$ cat src/rtl/pk_pkg.sv
package pk_pkg;
  localparam int WORD_W = 32;
  localparam int PIX_W  = 16;
  localparam int BYTE_W = 8;
  localparam logic [BYTE_W-1:0] LUMA_BLACK   = 8'h10;
  localparam logic [BYTE_W-1:0] CHROMA_BLACK = 8'h80;

  typedef struct packed {
    logic       gray;
    logic       yuv;
    logic       ext;
    logic       thru;
    logic [1:0] align;
    logic [1:0] fmode;
  } cfgT;

  typedef struct packed {
    logic       clearAcc;
    logic       writePix;
    logic [1:0] slot;
    logic       emitPacked;
    logic       emitThru;
    logic       tagInter;
  } ctrlT;
endpackage

$ cat src/rtl/pk_ctrl.sv
module pk_ctrl
  import pk_pkg::*;
(
  input  logic clk,
  input  logic rst,
  input  logic lineStart,
  input  logic lineEnd,
  input  logic fieldOdd,
  input  logic pixValid,
  input  cfgT  cfgIn,
  output cfgT  cfgNow,
  output ctrlT ctrlBus
);
  cfgT        cfgHold;
  logic       lineLive;
  logic [1:0] slotQ;
  logic       dirty;
  logic       pixTake;
  logic [1:0] lastSlot;

  function automatic logic fieldPass(input logic [1:0] mode, input logic odd);
    case (mode)
      2'b10:   fieldPass = odd;
      2'b11:   fieldPass = !odd;
      default: fieldPass = 1'b1;
    endcase
  endfunction

  function automatic logic [1:0] padCount(input cfgT c);
    if (c.gray && !c.ext)  padCount = c.align;
    else if (c.gray)       padCount = {1'b0, c.align[0]};
    else                   padCount = {1'b0, c.align[1]};
  endfunction

  assign cfgNow   = lineStart ? cfgIn : cfgHold;
  assign pixTake  = lineLive && !lineStart && pixValid;
  assign lastSlot = (cfgHold.gray && !cfgHold.ext) ? 2'd3 : 2'd1;

  always_comb begin
    ctrlBus          = '0;
    ctrlBus.clearAcc = lineStart;
    ctrlBus.slot     = slotQ;
    ctrlBus.tagInter = (cfgHold.fmode == 2'b00);
    if (lineLive && !lineStart) begin
      if (cfgHold.thru) begin
        ctrlBus.emitThru = pixTake;
      end else begin
        ctrlBus.writePix   = pixTake;
        ctrlBus.emitPacked = (pixTake && slotQ == lastSlot) ||
                             (lineEnd && (dirty || pixTake));
      end
    end
  end

  always_ff @(posedge clk) begin
    if (rst) begin
      cfgHold  <= '0;
      lineLive <= 1'b0;
      slotQ    <= '0;
      dirty    <= 1'b0;
    end else if (lineStart) begin
      cfgHold  <= cfgIn;
      lineLive <= fieldPass(cfgIn.fmode, fieldOdd);
      slotQ    <= padCount(cfgIn);
      dirty    <= 1'b0;
    end else if (lineLive) begin
      if (lineEnd) begin
        lineLive <= 1'b0;
        slotQ    <= '0;
        dirty    <= 1'b0;
      end else if (pixTake && !cfgHold.thru) begin
        if (slotQ == lastSlot) begin
          slotQ <= '0;
          dirty <= 1'b0;
        end else begin
          slotQ <= slotQ + 2'd1;
          dirty <= 1'b1;
        end
      end
    end
  end
endmodule

$ cat src/rtl/pk_datapath.sv
module pk_datapath
  import pk_pkg::*;
(
  input  logic              clk,
  input  logic              rst,
  input  cfgT               cfgNow,
  input  ctrlT              ctrlBus,
  input  logic [PIX_W-1:0]  pixData,
  output logic [WORD_W-1:0] wordReg,
  output logic              strobeReg,
  output logic              tagReg
);
  localparam int SLOT2_N = WORD_W / PIX_W;
  localparam logic [PIX_W-1:0] YUV_BLACK = {LUMA_BLACK, CHROMA_BLACK};

  logic [WORD_W-1:0] acc;
  logic [WORD_W-1:0] blackWord;
  logic [WORD_W-1:0] merged;
  logic [WORD_W-1:0] slotMask;
  logic [WORD_W-1:0] slotData;

  generate
    for (genvar k = 0; k < SLOT2_N; k++) begin : g_black
      assign blackWord[k*PIX_W +: PIX_W] =
        (!cfgNow.gray && cfgNow.yuv) ? YUV_BLACK : '0;
    end
  endgenerate

  always_comb begin
    if (cfgNow.gray) begin
      slotMask = {{(WORD_W-BYTE_W){1'b0}}, {BYTE_W{1'b1}}} << (BYTE_W * (3 - ctrlBus.slot));
      slotData = {{(WORD_W-BYTE_W){1'b0}}, pixData[BYTE_W-1:0]} << (BYTE_W * (3 - ctrlBus.slot));
    end else begin
      slotMask = {{(WORD_W-PIX_W){1'b0}}, {PIX_W{1'b1}}} << (PIX_W * (1 - ctrlBus.slot[0]));
      slotData = {{(WORD_W-PIX_W){1'b0}}, pixData} << (PIX_W * (1 - ctrlBus.slot[0]));
    end
    merged = ctrlBus.writePix ? ((acc & ~slotMask) | slotData) : acc;
  end

  always_ff @(posedge clk) begin
    if (rst) begin
      acc       <= '0;
      wordReg   <= '0;
      strobeReg <= 1'b0;
      tagReg    <= 1'b0;
    end else begin
      strobeReg <= ctrlBus.emitPacked || ctrlBus.emitThru;
      if (ctrlBus.emitThru) begin
        wordReg <= {{(WORD_W-PIX_W){1'b0}}, pixData};
        tagReg  <= ctrlBus.tagInter;
      end else if (ctrlBus.emitPacked) begin
        wordReg <= merged;
        tagReg  <= ctrlBus.tagInter;
      end
      if (ctrlBus.clearAcc || ctrlBus.emitPacked) acc <= blackWord;
      else if (ctrlBus.writePix)                  acc <= merged;
    end
  end
endmodule

$ cat src/rtl/line_packer.sv
module line_packer
  import pk_pkg::*;
(
  input  logic        clk,
  input  logic        rst,
  input  logic        lineStart,
  input  logic        lineEnd,
  input  logic        fieldOdd,
  input  logic        pixValid,
  input  logic [15:0] pixData,
  input  logic        cfgGray,
  input  logic        cfgYuv,
  input  logic        cfgExt,
  input  logic        cfgThru,
  input  logic [1:0]  cfgAlign,
  input  logic [1:0]  cfgFieldMode,
  input  logic        qualPolHigh,
  output logic [31:0] wordOut,
  output logic        wordQual,
  output logic        wordInterlaced
);
  cfgT  cfgIn;
  cfgT  cfgNow;
  ctrlT ctrlBus;
  logic strobeReg;

  assign cfgIn = '{gray: cfgGray, yuv: cfgYuv, ext: cfgExt, thru: cfgThru,
                   align: cfgAlign, fmode: cfgFieldMode};

  pk_ctrl u_ctrl (
    .clk(clk), .rst(rst), .lineStart(lineStart), .lineEnd(lineEnd),
    .fieldOdd(fieldOdd), .pixValid(pixValid), .cfgIn(cfgIn),
    .cfgNow(cfgNow), .ctrlBus(ctrlBus)
  );

  pk_datapath u_dp (
    .clk(clk), .rst(rst), .cfgNow(cfgNow), .ctrlBus(ctrlBus),
    .pixData(pixData), .wordReg(wordOut), .strobeReg(strobeReg),
    .tagReg(wordInterlaced)
  );

  assign wordQual = qualPolHigh ? strobeReg : !strobeReg;
endmodule

$ cat config.mk
export PLATFORM = sky130hd
export DESIGN_NAME = line_packer
export DESIGN_NICKNAME = d
export VERILOG_FILES = /design/src/rtl/pk_pkg.sv /design/src/rtl/pk_ctrl.sv /design/src/rtl/pk_datapath.sv /design/src/rtl/line_packer.sv
export SDC_FILE = /design/constraint.sdc
export NUM_CORES = 1
export LEC_CHECK = 0
export BUFFER_PORTS_ARGS = -buffer_cell sky130_fd_sc_hd__buf_2
export CAP_MARGIN = 0
export CORE_UTILIZATION = 40
export DETAILED_ROUTE_END_ITERATION = 8
export PLACE_DENSITY_LB_ADDON = 0.3
export SYNTH_ARGS = -nofsm -noshare
export SYNTH_HDL_FRONTEND = slang
export SYNTH_HIERARCHICAL = 1
export SYNTH_SLANG_ARGS = --single-unit
export TNS_END_PERCENT = 30
$ cat constraint.sdc
create_clock -name clk -period 4.3 [get_ports clk]
set_input_delay 0.645 -clock clk [delete_from_list [all_inputs] [get_ports clk]]
set_output_delay 0.645 -clock clk [all_outputs]
set_load 0.02 [all_outputs]
==> results of run 1 <==
stage by stage:
| step | total power, mW | util | area (µm²) | instances |
|---|---|---|---|---|
| 2_1_floorplan | 0.844 | - | 3350 | 387 |
| 3_3_place_gp | 0.890 | 0.449 | 3670 | 528 |
| 3_5_place_dp | 0.891 | 0.449 | 3670 | 528 |
| 4_1_cts | 1.42 | 0.472 | 3860 | 543 |
| 5_1_grt | 1.47 | 0.472 | 3860 | 543 |
| 6_report | 1.41 | 0.472 | 3860 | 543 |
flip-flops by register name, summed over array words and instances, names as in the netlist:
name / count
u_ctrl/lineLive: 1
u_dp/strobeReg: 1
u_dp/tagReg: 1
u_dp/acc: 32
u_ctrl/cfgHold: 6
u_ctrl/slotQ: 2
u_ctrl/dirty: 1
u_dp/wordReg: 32
worst max path at each step:
stage	start	cells past startpoint	slack, ns	endpoint
after floorplan	lineStart	7	2.29	u_dp/wordReg[21]
after global placement	lineStart	6	1.57	u_dp/wordReg[13]
after detailed placement	lineStart	6	1.47	u_dp/wordReg[15]
after CTS	u_ctrl/slotQ[1]	8	1.68	u_dp/acc[23]
after global routing	u_ctrl/slotQ[1]	8	1.34	u_dp/acc[23]
final	u_ctrl/slotQ[1]	8	1.69	u_dp/acc[23]
final cells by class:
| type | instances | area, µm² | area share |
|---|---|---|---|
| well taps | 105 | 131 | 0.0340 |
| inverters | 13 | 48.8 | 0.0126 |
| multi-input cells | 267 | 1630 | 0.421 |
| clock buffers | 9 | 124 | 0.0321 |
| flip-flops and latches | 76 | 1520 | 0.394 |
| clock inverters | 6 | 66.3 | 0.0172 |
| repair buffers | 67 | 343 | 0.0888 |
critical path: cells and delay by family (launching register included):
| kind | cells | cell delay, ns |
|---|---|---|
| simple gates | 4 | 0.79 |
| flops | 1 | 0.65 |
| buf+inv | 1 | 0.47 |
| compound gates | 2 | 0.38 |
| xor+xnor | 1 | 0.22 |
layout by cell type (no fill, tap or decap), drive strengths merged, types with 2 or more instances in the layout:
cell     instances
dfxtp           76
buf             67
a21oi           53
nor2            39
o21ai           31
nand2           21
o22ai           16
inv             13
nor2b           12
mux2i           10
nand3           10
clkbuf           9
nor3b            8
a22oi            8
o2bb2ai          7
mux2             6
a31oi            6
clkinv           5
or2              4
xnor2            3
a311oi           3
nand2b           3
and3             2
o21a             2
nand3b           2
nand4b           2
o211ai           2
o22a             2
nor3             2
and2             2
report_power, final:
group | switching (mW) | internal [mW] | total [mW]
sequential | 0.0124 | 0.718 | 0.731
clock | 0.268 | 0.266 | 0.533
combinational | 0.0905 | 0.0541 | 0.145
total | 0.371 | 1.04 | 1.41
routing by layer:
| metal | vias up | wire length (µm) | global-route usage |
|---|---|---|---|
| met5 | - | 0 | 0 |
| met1 | 1393 | 3920 | 0.273 |
| met4 | 0 | 139 | 0.0923 |
| li1 | 1479 | - | - |
| met3 | 11 | 417 | 0.0333 |
| met2 | 66 | 3970 | 0.335 |
==> summary.md, run 1 <==
| Metric | Value |
|---|---|
| Run status | finished, final reports clean |
| Syn avg cell area | 8.67 µm² |
| Maximum vdd drop | 209 µV |
| Syn. warnings | 6 |
| Post-CTS sizing | 0 |
| Worst skew pair latency | 0.35 ns |
| Rows | 33 |
| Clock Skews | 0.00910 ns |
| Die width | 93.6 µm |
| Clock sinks | 76 |
| Die footprint | 8760 µm² |
| Fin crit share | 0.607 |
| Fin nets | 465 |
| Worst setup EP type | flip-flop |
| Max_slew headroom | 0.311 |
| Vias/cell | 5.43 |
| Post-Route WL | 8440 µm |
| Number of remaining DRC errors | 0 |
| FILL cells | 827 |
| Post-DR wirelength/cell | 15.5 µm |
| GRT Overall Usage | 0.208 |
| Maxcap violations | 0 |
| Antenna violation net count after detailed routing | 0 |
| Mapped Cells | 387 |
| Vias in the first global route | 2,846 |
| Hold_ws | 0.453 ns |
| R2R Path End | u_dp/acc[23] |
| Pwr dens | 365 nW/µm² |
| Port buffer count | 64 |
| Antenna diode count | 0 |
| H-tree depth | 3 |
| Initial antenna violation count | 0 |
| DRT iter0 DRCs | 182 |
| FMAX | 383 MHz |
| Clk root buf | clkbuf_8 |
| Fin. max-slew vios | 0 |
| Pre-CTS setup slack | 1.47 ns |
| Layout cells sized above 1 | 0.231 |
| Crit path max-delay cell type | dfxtp_1 |
| Critical path type | reg2reg |
| Hold depth | 2 |
| Setup violators final | 0 |
| First-pass GRT wire length | 14,000 µm |
| Worst hold endpoint | u_dp/tagReg |
| Crit path cell chain | xnor2_1, a21oi_1, nor4b_2, buf_4, nor2_1, nor2_1, nor2_1, a311oi_1 |
| CP max FO | 54 |
| Hold Crit Start | u_dp/tagReg |
| RSZ-0062 raised after global routing | false |
| Total grt overflow | 0 |
| FF-to-FF setup slack | 1.69 ns |
| Crit path largest cell delay | 0.65 ns |
| Clock Pin Slew Worst Setup and Hold Paths | 0.08 ns |
| Syn_nets | 418 |
| Post-CTS Hold Fix Bufs | 0 |
| Die H | 93.6 µm |
| R2R depth | 8 |
| RR Startpoint | u_ctrl/slotQ[1] |
| Lkg Pwr | 1.52 nW |
| DP HPWL | 5720 µm |
| Max clock buf depth | 2 |
| GP Congestion | 0.827 |
| Critical path arrival | 2.88 ns |
| Pre-antenna DRT Iters | 4 |
| Tmin final | 2.61 ns |
| Core Region | 8180 µm² |
| Required time of the worst setup path | 4.57 ns |
| Worst setup margin | 1.69 ns |
| Io pins | 65 |
| TritonCTS Buffers | 9 |
| CP most frequent cell | nor2_1 |
| Area growth from synthesis to layout | 15.1% |
| CTS tree | done |
| Hold/Removal Path Class | reg2reg |
| Worst-Margin Slew | 1.03 ns |
| Endpoints failing hold | 0 |
| Post-CTS setup buffer count | 0 |
| Largest net degree at the start of global routing | 55 |
| Total negative slack | 0 ns |
| Synthesized area | 3350 µm² |
| Starting Density | 0.410 |
| Via count | 2,949 |
| Startpoint Class | flip-flop |
No activity file was read; power rests on OpenSTA's default activity.
==> inputs of run 2 (changes only) <==
==> constraint.sdc (replaced) <==
create_clock -name clk -period 2.5 [get_ports clk]
set_input_delay 0.375 -clock clk [delete_from_list [all_inputs] [get_ports clk]]
set_output_delay 0.375 -clock clk [all_outputs]
set_load 0.02 [all_outputs]
==> summary.md, run 2 (synthesized netlist as in run 1, its figures left out) <==
| Metric | Value |
|---|---|
| Run status | finished, final reports clean (unchanged) |
| Die footprint | 8760 µm² (unchanged) |
| Antenna violation net count after detailed routing | 0 (unchanged) |
| Post-CTS Hold Fix Bufs | 0 (unchanged) |
| DRT iter0 DRCs | 213 (was 182) |
| Commonest cells after routing, fill and taps aside | dfxtp_1 (76), buf_2 (64), a21oi_1 (52), nor2_1 (37), o21ai_0 (25) (unchanged) |
| Placed cell count | 537 (was 528) |
| Largest regs | u_dp/acc: 32 flops, u_dp/wordReg: 32 flops, u_ctrl/cfgHold: 6 flops (unchanged) |
| Lkg Pwr | 1.57 nW (was 1.52 nW) |
| Vias in the first global route | 2,781 (was 2,846) |
| Pre-antenna DRT Iters | 5 (was 4) |
| Post-CTS sizing | 0 (unchanged) |
| Placed instance area | 3740 µm² (was 3670 µm²) |
| Overall Power | 2.47 mW (was 1.41 mW) |
| Endpoints failing hold | 0 (unchanged) |
| Max_slew headroom | 0.591 (was 0.311) |
| CP max FO | 19 (was 54) |
| Pwr dens | 626 nW/µm² (was 365 nW/µm²) |
| Post-CTS setup buffer count | 0 (unchanged) |
| Post-Layout Cell Count | 553 (was 543) |
| Fin. max-slew vios | 0 (unchanged) |
| Worst skew pair latency | 0.35 ns (about the same) |
| Commonest non-fill, non-tap cell in the layout | dfxtp_1 (unchanged) |
| Clock Skews | 0.0108 ns (was 0.00910 ns) |
| H-tree depth | 3 (unchanged) |
| Hold/Removal Path Class | in2reg (was reg2reg) |
| Clock sinks | 76 (unchanged) |
| Crit path cell chain | nor2b_4, xnor2_1, a21oi_1, nor4b_4, buf_4, buf_4, or2_2, o21ai_0, a31oi_1 (was xnor2_1, a21oi_1, nor4b_2, buf_4, nor2_1, nor2_1, nor2_1, a311oi_1) |
| Worst setup EP type | flip-flop (unchanged) |
| Port buffer count | 64 (unchanged) |
| Initial antenna violation count | 0 (unchanged) |
| Crit path max-delay cell type | dfxtp_1 (unchanged) |
| Core Region | 8180 µm² (unchanged) |
| Startpoint Class | flip-flop (unchanged) |
| Critical path arrival | 2.57 ns (was 2.88 ns) |
| FMAX | 435 MHz (was 383 MHz) |
| Post-Route WL | 8550 µm (was 8440 µm) |
| Layout cells sized above 1 | 0.246 (was 0.231) |
| Worst-Margin Slew | 0.613 ns (was 1.03 ns) |
| Fin nets | 474 (was 465) |
| Die width | 93.6 µm (unchanged) |
| Area growth from synthesis to layout | 17.8% (was 15.1%) |
| First-pass GRT wire length | 13,700 µm (was 14,000 µm) |
| Tmin final | 2.30 ns (was 2.61 ns) |
| Post-DR wirelength/cell | 15.5 µm (about the same) |
| GRT Overall Usage | 0.205 (was 0.208) |
| Vias/cell | 5.41 (was 5.43) |
| CP most frequent cell | buf_4 (was nor2_1) |
| TritonCTS Buffers | 9 (unchanged) |
| DP HPWL | 5890 µm (was 5720 µm) |
| Crit path largest cell delay | 0.39 ns (was 0.65 ns) |
| Setup violators final | 0 (unchanged) |
| Antenna diode count | 0 (unchanged) |
| Starting Density | 0.410 (unchanged) |
| Via count | 2,993 (was 2,949) |
| Critical path type | reg2reg (unchanged) |
| Max clock buf depth | 2 (unchanged) |
| Io pins | 65 (unchanged) |
| Clock Pin Slew Worst Setup and Hold Paths | 0.08 ns (about the same) |
| Fin crit share | 0.920 (was 0.607) |
| Maxcap violations | 0 (unchanged) |
| Number of remaining DRC errors | 0 (unchanged) |
| Maximum vdd drop | 296 µV (was 209 µV) |
| FILL cells | 818 (was 827) |
| Clk root buf | clkbuf_8 (unchanged) |
| Die H | 93.6 µm (unchanged) |
| Post-route cell area | 3950 µm² (was 3860 µm²) |
| GP Congestion | 0.886 (was 0.827) |
| Required time of the worst setup path | 2.78 ns (was 4.57 ns) |
| Total grt overflow | 0 (unchanged) |
| CTS tree | done (unchanged) |
| Largest net degree at the start of global routing | 33 (was 55) |
| Total negative slack | 0 ns (unchanged) |
| Rows | 33 (unchanged) |
| RSZ-0062 raised after global routing | false (unchanged) |
[run 2: changes by cell type in the layout (fill, tap and decap cells not counted), sizes merged]
cell      change
inv           +1
clkinvlp      +1
clkbuf        +2
buf           +9
clkinv        -3
[run 2: area by class of cell]
cell class                 instances  area, µm²  area share
tap                              105        131      0.0333
sequential                        76       1520       0.385
multi-input combinational        267       1640       0.414
inverter                          13       48.8      0.0124
timing repair buffer              76        410       0.104
clock buffer                      11        141      0.0358
clock inverter                     5       60.1      0.0152
[run 2: critical path: cells and delay by family (launching register included)]
| kind | cells | cell delay (ns) |
|---|---|---|
| xor+xnor | 1 | 0.25 |
| flops | 1 | 0.39 |
| simple gates | 3 | 0.64 |
| buf+inv | 2 | 0.53 |
| compound gates | 3 | 0.42 |
[run 2: per-stage QoR]
| step | hold slack (ns) | setup slack [ns] | util |
|---|---|---|---|
| 2_1_floorplan | 0.433 | 0.564 | - |
| 3_3_place_gp | 0.442 | 0.239 | 0.457 |
| 3_5_place_dp | 0.444 | 0.229 | 0.457 |
| 4_1_cts | 0.218 | 0.169 | 0.482 |
| 5_1_grt | 0.225 | 0.00235 | 0.483 |
| 6_report | 0.229 | 0.201 | 0.483 |
[run 2: final timing paths]
check | startpoint | depth (start not counted) | endpoint | slack [ns]
setup / recovery | u_ctrl/cfgHold[5] | 9 | u_dp/wordReg[2] | 0.20
hold / removal | cfgFieldMode[1] | 2 | u_ctrl/lineLive | 0.23
setup reg to reg | u_ctrl/cfgHold[5] | 9 | u_dp/wordReg[2] | 0.20
hold reg to reg | u_dp/tagReg | 2 | u_dp/tagReg | 0.45
[run 2: power by group]
group	internal (mW)	total [mW]	switching (mW)	leakage (nW)
Clock	0.492	0.953	0.461	0.0999
Sequential	1.24	1.25	0.0137	0.615
Combinational	0.101	0.270	0.169	0.859
Total	1.83	2.47	0.643	1.57
[run 2: layer usage]
metal  GRT usage  up-vias  part of all wire
li1            -     1496                 -
met1       0.273     1416              0.48
met2       0.324       70              0.47
met3      0.0488       11             0.045
met4      0.0731        0             0.013
met5           0        -                 0
